<file path="src/rtl/irq_ack_pkg.sv">
package irq_ack_pkg;
  localparam int unsigned ID_W   = 10;
  localparam int unsigned PRIO_W = 8;

  typedef logic [ID_W-1:0]   irq_id_t;
  typedef logic [PRIO_W:0]   run_prio_t;
  typedef logic [PRIO_W-1:0] src_prio_t;

  localparam irq_id_t   NO_IRQ    = 10'h3FF;
  localparam run_prio_t IDLE_PRIO = 9'h100;

  typedef enum logic {WK_IDLE, WK_SCAN} walk_state_t;

  // ID is a real, implemented source
  function automatic logic id_in_range(input irq_id_t id, input int unsigned nsrc);
    return 32'(id) < nsrc;
  endfunction

  // strict comparison: lower value is more urgent, equal does not pre-empt
  function automatic logic can_preempt(input src_prio_t cand, input run_prio_t run);
    return {1'b0, cand} < run;
  endfunction

  // completion ID field of the written word
  function automatic irq_id_t eoi_field(input logic [31:0] word);
    return word[ID_W-1:0];
  endfunction
endpackage

</file>
<file path="src/rtl/irq_ack_link_mem.sv">
module irq_ack_link_mem
  import irq_ack_pkg::*;
#(
  parameter int unsigned DEPTH = 64,
  parameter int unsigned NRD   = 3
) (
  input  logic                     clk,
  input  logic                     rst_n,
  input  logic                     we,
  input  irq_id_t                  waddr,
  input  irq_id_t                  wdata,
  input  logic [NRD-1:0][ID_W-1:0] raddr,
  output logic [NRD-1:0][ID_W-1:0] rdata
);
  localparam int unsigned AW = (DEPTH > 1) ? $clog2(DEPTH) : 1;

  irq_id_t links [DEPTH];

  always_ff @(posedge clk or negedge rst_n) begin
    if (!rst_n) begin
      for (int i = 0; i < DEPTH; i++) links[i] <= NO_IRQ;
    end else if (we && id_in_range(waddr, DEPTH)) begin
      links[waddr[AW-1:0]] <= wdata;
    end
  end

  for (genvar p = 0; p < NRD; p++) begin : g_rd
    assign rdata[p] = id_in_range(raddr[p], DEPTH) ? links[raddr[p][AW-1:0]] : NO_IRQ;
  end
endmodule

</file>
<file path="src/rtl/irq_ack_walker.sv">
module irq_ack_walker
  import irq_ack_pkg::*;
(
  input  logic    clk,
  input  logic    rst_n,
  input  logic    start,
  input  irq_id_t start_id,
  input  irq_id_t victim_id,
  output irq_id_t cur_id,
  output irq_id_t tgt_id,
  input  irq_id_t cur_link,
  input  irq_id_t tgt_link,
  output logic    wr_en,
  output irq_id_t wr_addr,
  output irq_id_t wr_data,
  output logic    busy,
  output logic    walk_hit,
  output logic    walk_end
);
  walk_state_t st;
  irq_id_t     cur_q, tgt_q;
  logic        scanning;

  assign scanning = (st == WK_SCAN);
  assign walk_hit = scanning && (cur_link == tgt_q) && (cur_link != NO_IRQ);
  assign walk_end = scanning && (cur_link == NO_IRQ);
  assign busy     = scanning;
  assign cur_id   = cur_q;
  assign tgt_id   = tgt_q;
  assign wr_en    = walk_hit;
  assign wr_addr  = cur_q;
  assign wr_data  = tgt_link;

  always_ff @(posedge clk or negedge rst_n) begin
    if (!rst_n) begin
      st    <= WK_IDLE;
      cur_q <= NO_IRQ;
      tgt_q <= NO_IRQ;
    end else if (!scanning) begin
      if (start) begin
        st    <= WK_SCAN;
        cur_q <= start_id;
        tgt_q <= victim_id;
      end
    end else if (walk_hit || walk_end) begin
      st <= WK_IDLE;
    end else begin
      cur_q <= cur_link;
    end
  end
endmodule

</file>
<file path="src/rtl/irq_ack_repend.sv">
module irq_ack_repend
  import irq_ack_pkg::*;
#(
  parameter int unsigned NUM_SRC = 64
) (
  input  irq_id_t              id,
  input  logic [NUM_SRC-1:0]   src_enable,
  input  logic [NUM_SRC-1:0]   src_level,
  input  logic [NUM_SRC-1:0]   src_line,
  input  logic [NUM_SRC-1:0]   src_target,
  output logic                 repend
);
  localparam int unsigned AW = (NUM_SRC > 1) ? $clog2(NUM_SRC) : 1;

  always_comb begin
    repend = 1'b0;
    if (id_in_range(id, NUM_SRC)) begin
      repend = src_level[id[AW-1:0]] && src_enable[id[AW-1:0]] &&
               src_line[id[AW-1:0]]  && src_target[id[AW-1:0]];
    end
  end
endmodule

</file>
<file path="src/rtl/irq_ack_tracker.sv">
module irq_ack_tracker
  import irq_ack_pkg::*;
#(
  parameter int unsigned NUM_SRC = 64
) (
  input  logic                   clk,
  input  logic                   rst_n,
  input  logic                   ack_req,
  input  logic [9:0]             hp_id,
  output logic                   ack_valid,
  output logic [9:0]             ack_id,
  input  logic                   eoi_req,
  input  logic [31:0]            eoi_data,
  input  logic [NUM_SRC*8-1:0]   prio_flat,
  input  logic [NUM_SRC-1:0]     src_enable,
  input  logic [NUM_SRC-1:0]     src_level,
  input  logic [NUM_SRC-1:0]     src_line,
  input  logic [NUM_SRC-1:0]     src_target,
  input  logic [NUM_SRC-1:0]     src_one_of_n,
  output logic                   clr_valid,
  output logic [9:0]             clr_id,
  output logic                   clr_all,
  output logic                   set_valid,
  output logic [9:0]             set_id,
  output logic [9:0]             running_id,
  output logic [8:0]             running_prio,
  output logic                   busy
);
  localparam int unsigned AW = (NUM_SRC > 1) ? $clog2(NUM_SRC) : 1;

  function automatic src_prio_t prio_at(input irq_id_t id);
    if (id_in_range(id, NUM_SRC)) return prio_flat[{id[AW-1:0], 3'b000} +: PRIO_W];
    return '1;
  endfunction

  function automatic logic one_of_n_at(input irq_id_t id);
    if (id_in_range(id, NUM_SRC)) return src_one_of_n[id[AW-1:0]];
    return 1'b0;
  endfunction

  // named internal events
  irq_id_t   eoi_id, pred_of_running, walk_cur, walk_tgt, cur_link, tgt_link;
  irq_id_t   walk_wr_addr, walk_wr_data, mem_waddr, mem_wdata;
  src_prio_t hp_prio;
  run_prio_t restore_prio;
  logic      ack_take, ack_grant, eoi_take, eoi_ok, eoi_on_running, eoi_unlink;
  logic      repend, repend_fire, walk_wr_en, walk_hit, walk_end, mem_we;
  logic [2:0][ID_W-1:0] rd_addr, rd_data;

  assign eoi_id         = eoi_field(eoi_data);
  assign hp_prio        = prio_at(hp_id);
  assign ack_take       = ack_req && !busy;
  assign ack_grant      = ack_take && id_in_range(hp_id, NUM_SRC) &&
                          can_preempt(hp_prio, running_prio);
  assign eoi_take       = eoi_req && !busy && !ack_req;
  assign eoi_ok         = eoi_take && id_in_range(eoi_id, NUM_SRC) && (running_id != NO_IRQ);
  assign eoi_on_running = eoi_ok && (eoi_id == running_id);
  assign eoi_unlink     = eoi_ok && (eoi_id != running_id);
  assign repend_fire    = eoi_ok && repend;

  assign pred_of_running = rd_data[0];
  assign cur_link        = rd_data[1];
  assign tgt_link        = rd_data[2];
  assign rd_addr[0]      = running_id;
  assign rd_addr[1]      = walk_cur;
  assign rd_addr[2]      = walk_tgt;
  assign restore_prio    = (pred_of_running == NO_IRQ) ? IDLE_PRIO
                                                       : {1'b0, prio_at(pred_of_running)};

  // ack pushes and walk rewrites never coincide: ack is blocked while busy
  assign mem_we    = ack_grant || walk_wr_en;
  assign mem_waddr = ack_grant ? hp_id      : walk_wr_addr;
  assign mem_wdata = ack_grant ? running_id : walk_wr_data;

  irq_ack_link_mem #(.DEPTH(NUM_SRC), .NRD(3)) u_links (
    .clk(clk), .rst_n(rst_n), .we(mem_we), .waddr(mem_waddr), .wdata(mem_wdata),
    .raddr(rd_addr), .rdata(rd_data)
  );

  irq_ack_walker u_walk (
    .clk(clk), .rst_n(rst_n), .start(eoi_unlink), .start_id(running_id),
    .victim_id(eoi_id), .cur_id(walk_cur), .tgt_id(walk_tgt),
    .cur_link(cur_link), .tgt_link(tgt_link), .wr_en(walk_wr_en),
    .wr_addr(walk_wr_addr), .wr_data(walk_wr_data), .busy(busy),
    .walk_hit(walk_hit), .walk_end(walk_end)
  );

  irq_ack_repend #(.NUM_SRC(NUM_SRC)) u_repend (
    .id(eoi_id), .src_enable(src_enable), .src_level(src_level),
    .src_line(src_line), .src_target(src_target), .repend(repend)
  );

  always_ff @(posedge clk or negedge rst_n) begin
    if (!rst_n) begin
      running_id   <= NO_IRQ;
      running_prio <= IDLE_PRIO;
      ack_valid    <= 1'b0;
      ack_id       <= NO_IRQ;
      clr_valid    <= 1'b0;
      clr_id       <= NO_IRQ;
      clr_all      <= 1'b0;
      set_valid    <= 1'b0;
      set_id       <= NO_IRQ;
    end else begin
      ack_valid <= ack_take;
      ack_id    <= ack_grant ? hp_id : NO_IRQ;
      clr_valid <= ack_grant;
      clr_id    <= ack_grant ? hp_id : NO_IRQ;
      clr_all   <= ack_grant && one_of_n_at(hp_id);
      set_valid <= repend_fire;
      set_id    <= repend_fire ? eoi_id : NO_IRQ;
      if (ack_grant) begin
        running_id   <= hp_id;
        running_prio <= {1'b0, hp_prio};
      end else if (eoi_on_running) begin
        running_id   <= pred_of_running;
        running_prio <= restore_prio;
      end
    end
  end
endmodule

</file>
<file path="config.mk">
export PLATFORM = sky130hd
export DESIGN_NAME = irq_ack_tracker
export DESIGN_NICKNAME = d
export VERILOG_FILES = /design/src/rtl/irq_ack_pkg.sv /design/src/rtl/irq_ack_link_mem.sv /design/src/rtl/irq_ack_walker.sv /design/src/rtl/irq_ack_repend.sv /design/src/rtl/irq_ack_tracker.sv
export SDC_FILE = /design/constraint.sdc
export NUM_CORES = 2
export LEC_CHECK = 0
export ABC_AREA = 0
export CORE_AREA = 2 2 363 365
export CTS_CLUSTER_SIZE = 40
export DETAILED_ROUTE_END_ITERATION = 16
export DIE_AREA = 0 0 365 367
export PLACE_DENSITY_LB_ADDON = 0.25
export SYNTH_ARGS = -nofsm -noshare
export SYNTH_HDL_FRONTEND = slang
export SYNTH_SLANG_ARGS = --single-unit
</file>
<file path="constraint.sdc">
create_clock -name clk -period 12.6 [get_ports clk]
set_clock_uncertainty 0.15 [all_clocks]
set_input_delay 1.89 -clock clk [delete_from_list [all_inputs] [get_ports clk]]
set_output_delay 1.89 -clock clk [all_outputs]
set_load 0.01 [all_outputs]
</file>
==> impl_metrics.py <==
metrics = {
    "run_status": {
        "outcome": "complete, but fails checks",
        "violations": "max-capacitance violations, max-slew violations",
    },
    "synthesis": {
        "yosysTopAreaCellShare": 0.331,
        "synth_top_family_by_area": "multiplexers",
        "synthSimpleGateAreaFrac": 0.0516,
        "ys_ff_latch": 704,
        "synth_compound_area_frac": 0.0494,
        "yosysSeqAreaShare": 0.337,
        "yosysWarnings": 0,
        "yosysTopAreaCell": "dfstp_2",
        "synth_fa_ha_area_frac": 0.00160,
        "syn_nets": 4739,
        "synth_ff_type": "dfstp_2",
        "synth_area_leaders": "dfstp_2, mux4_2, mux2_2, mux2i_1, clkbuf_1",
        "synthMuxAreaShare": 0.519,
        "yosysUniqueCellTypes": 78,
        "avgSynthCellArea_sq_um": 14.2,
        "synthArstFlopShare": 1.00,
        "synthCells": 3854,
        "synth_edf_count": 0,
        "synth_xor_area_frac": 0.00320,
        "mappedNetlistArea_sq_um": 54800,
    },
    "clock_tree": {
        "clk_pin_slew_worst_paths_ns": 0.06,
        "cts.hold.buffers_added": 0,
        "cts_sinks": 704,
        "cts_root_buffer": "clkbuf_16",
        "cts.repair.resized": 0,
        "numCtsBuffers": 81,
        "cts_tree": "built",
        "clock_path_buffers": 3,
        "clock_latency_ns": 0.67,
        "post_cts_buffers": 0,
        "htreeDepth": 3,
    },
    "floorplan": {
        "die-area_sq_um": 134000,
        "start_util": 0.420,
        "core_area_sq_um": 130000,
        "ioPinCount": 932,
        "core.rowCount": 133,
        "die_w_um": 365,
        "die-height_um": 367,
    },
    "power": {
        "power.internal_uw": 5930,
        "pwr-share-clk": 0.237,
        "swShare": 0.439,
        "combPwrFrac": 0.515,
        "p_sw_uw": 4640,
        "max-vdd-ir-drop_v": 0.000256,
        "pwr-share-seq": 0.248,
        "finalPower_uw": 10600,
        "power.leakage_uw": 0.0248,
        "powerDensity_nw_per_um2": 155,
    },
    "sta": {
        "drv_slew": 1,
        "worstMarginPinSlew_ns": 1.46,
        "post-route-min-period_ns": 9.10,
        "setup_viol": 0,
        "slew_headroom": -0.00457,
        "period_share": 0.723,
        "timing_hold_violations_final": 0,
        "max_freq_ghz": 0.110,
        "rsz0062_at_grt": "no",
        "fin_setup_tns_ns": 0,
    },
    "drt": {
        "vias_per_cell": 6.88,
        "drtIter0Drc": 5527,
        "drt_first_pass_iters": 8,
        "wl_um": 259000,
        "antenna_left": 0,
        "dr_total_vias": 44100,
        "drc": 0,
        "wl_per_cell_um": 40.4,
    },
    "critical_path": {
        "r2r_start": "running_id[0]",
        "cp.required_ns": 13.03,
        "r2r_cells": 13,
        "worstSetupStartpointType": "input pin",
        "path_class": "in2reg",
        "endpoint_kind": "flip-flop",
        "cp_data_arrival_time_ns": 9.54,
        "worst_r2r_endpoint": "running_prio[3]",
        "regToRegSetupSlack_ns": 4.55,
        "worstPathMaxFanout": 70,
    },
    "place": {
        "io_buffers": 909,
        "hpwl_um": 192000,
        "place_area_sq_um": 65200,
        "gp_congestion": 1.01,
    },
    "global_route": {
        "antenna_found_initial": 63,
        "grt.overflow.total": 0,
        "grt_pass1_wl_um": 353000,
        "grt_use_total": 0.380,
        "grt_max_degree": 168,
        "grt_pass1_vias": 42600,
    },
    "run": {
        "drv_cap": 1,
    },
    "worst_hold_path": {
        "min_path_type": "reg2reg",
        "whs_endpoint": "u_walk.cur_id[6]",
        "min_from": "u_walk.cur_id[6]",
        "whs_path_depth": 2,
    },
    "cells_and_area": {
        "final_common_cell": "clkdlybuf4s50_1",
        "final_cell_mix": "clkdlybuf4s50_1, mux4_2, dfstp_2, mux2_2, mux2i_1",
        "areaGrowthSynthToFinish_pct": 24.1,
        "final_layout_size_suffix_gt1_frac": 0.522,
        "final_nets": 5429,
        "design_area_sq_um": 68000,
    },
}
## power by group through the flow
stage	sequential, uW	clock [uW]	combinational (uW)
detailed placement	2640	0	5250
global placement	2640	0	5240
floorplan	2400	0	3450
CTS	2610	2530	5270
finish	2620	2500	5440
global route	2620	2610	5570
## synthesized netlist by cell type (all sizes together), types with 22 or more instances
cell,number
mux2i,442
nor2,63
a21oi,49
o22ai,22
nand3,45
nand4,58
o21ai,58
mux2,659
a22oi,61
dfstp,691
mux4,738
nor3,51
nand2,145
nand2b,33
buf,201
a22o,43
inv,34
clkbuf,196
## cell type report
class                      count  area (sq um)
multi-input combinational   2718         34400
inverter                      35           131
fill                       11200         62400
timing repair buffer        1004          9900
sequential                   704         18500
clock buffer                 107          2270
antenna                       37          92.6
tap                         1755          2200
clock inverter                40           507
## critical path, stage by stage
cell and delay (ns):
buf_8 0.60, buf_12 0.45, mux4_2 0.72, mux4_2 0.51, mux4_2 0.46, nand2b_1 0.18
ha_1 0.20, a21o_1 0.16, a21o_1 0.17, a21oi_1 0.13, nor2b_1 0.05, o21ai_0 0.16
o2111ai_1 0.18, a31oi_4 0.75, mux2i_2 1.11, inv_1 0.39, nor3_4 0.79, mux2_2 0.42
## how the worst max path moves through the flow
stage	startpoint	depth (start not counted)	slack [ns]	end
global route	hp_id[0]	20	3.22	u_links.links[71]
CTS	hp_id[0]	19	3.65	u_links.links[415]
global placement	hp_id[0]	19	2.98	u_links.links[424]
floorplan	hp_id[0]	23	4.02	u_links.links[350]
finish	hp_id[0]	18	3.50	u_links.links[562]
detailed placement	hp_id[0]	19	3.00	u_links.links[425]
## cell families (layout without fill, tap and decap cells)
logic type	after synthesis	after routing
flops	704	704
other cells	0	37
buf+inv	432	1186
compound gates	372	372
xor+xnor	20	20
fa+ha+maj	7	7
mux	1839	1839
simple gates	480	480
## sequential cells by signal, indices dropped and copies added (netlist names), 9 cells and up
register	count
u_links.links	640
clr_id	10
running_id	10
set_id	10
u_walk.cur_id	10
u_walk.tgt_id	10
running_prio	9
## through the flow
stage	std cells	utilization	hold slack, ns	setup slack (ns)
after CTS	6363	0.521	0.339	3.65
after floorplan	3854	-	0.308	4.02
after global placement	6216	0.499	0.325	2.98
after global routing	6391	0.521	0.363	3.22
final	6400	0.521	0.340	3.50
after detailed placement	6216	0.499	0.330	3.00
## layer usage
metal / share of wire / vias to the layer above / global-route usage
met5: 0.00095 / - / 0.0131
met4: 0.049 / 34 / 0.163
met3: 0.15 / 502 / 0.192
met2: 0.42 / 2898 / 0.533
met1: 0.37 / 23500 / 0.490
li1: - / 17100 / -
Power figures use the tool's default switching activity.
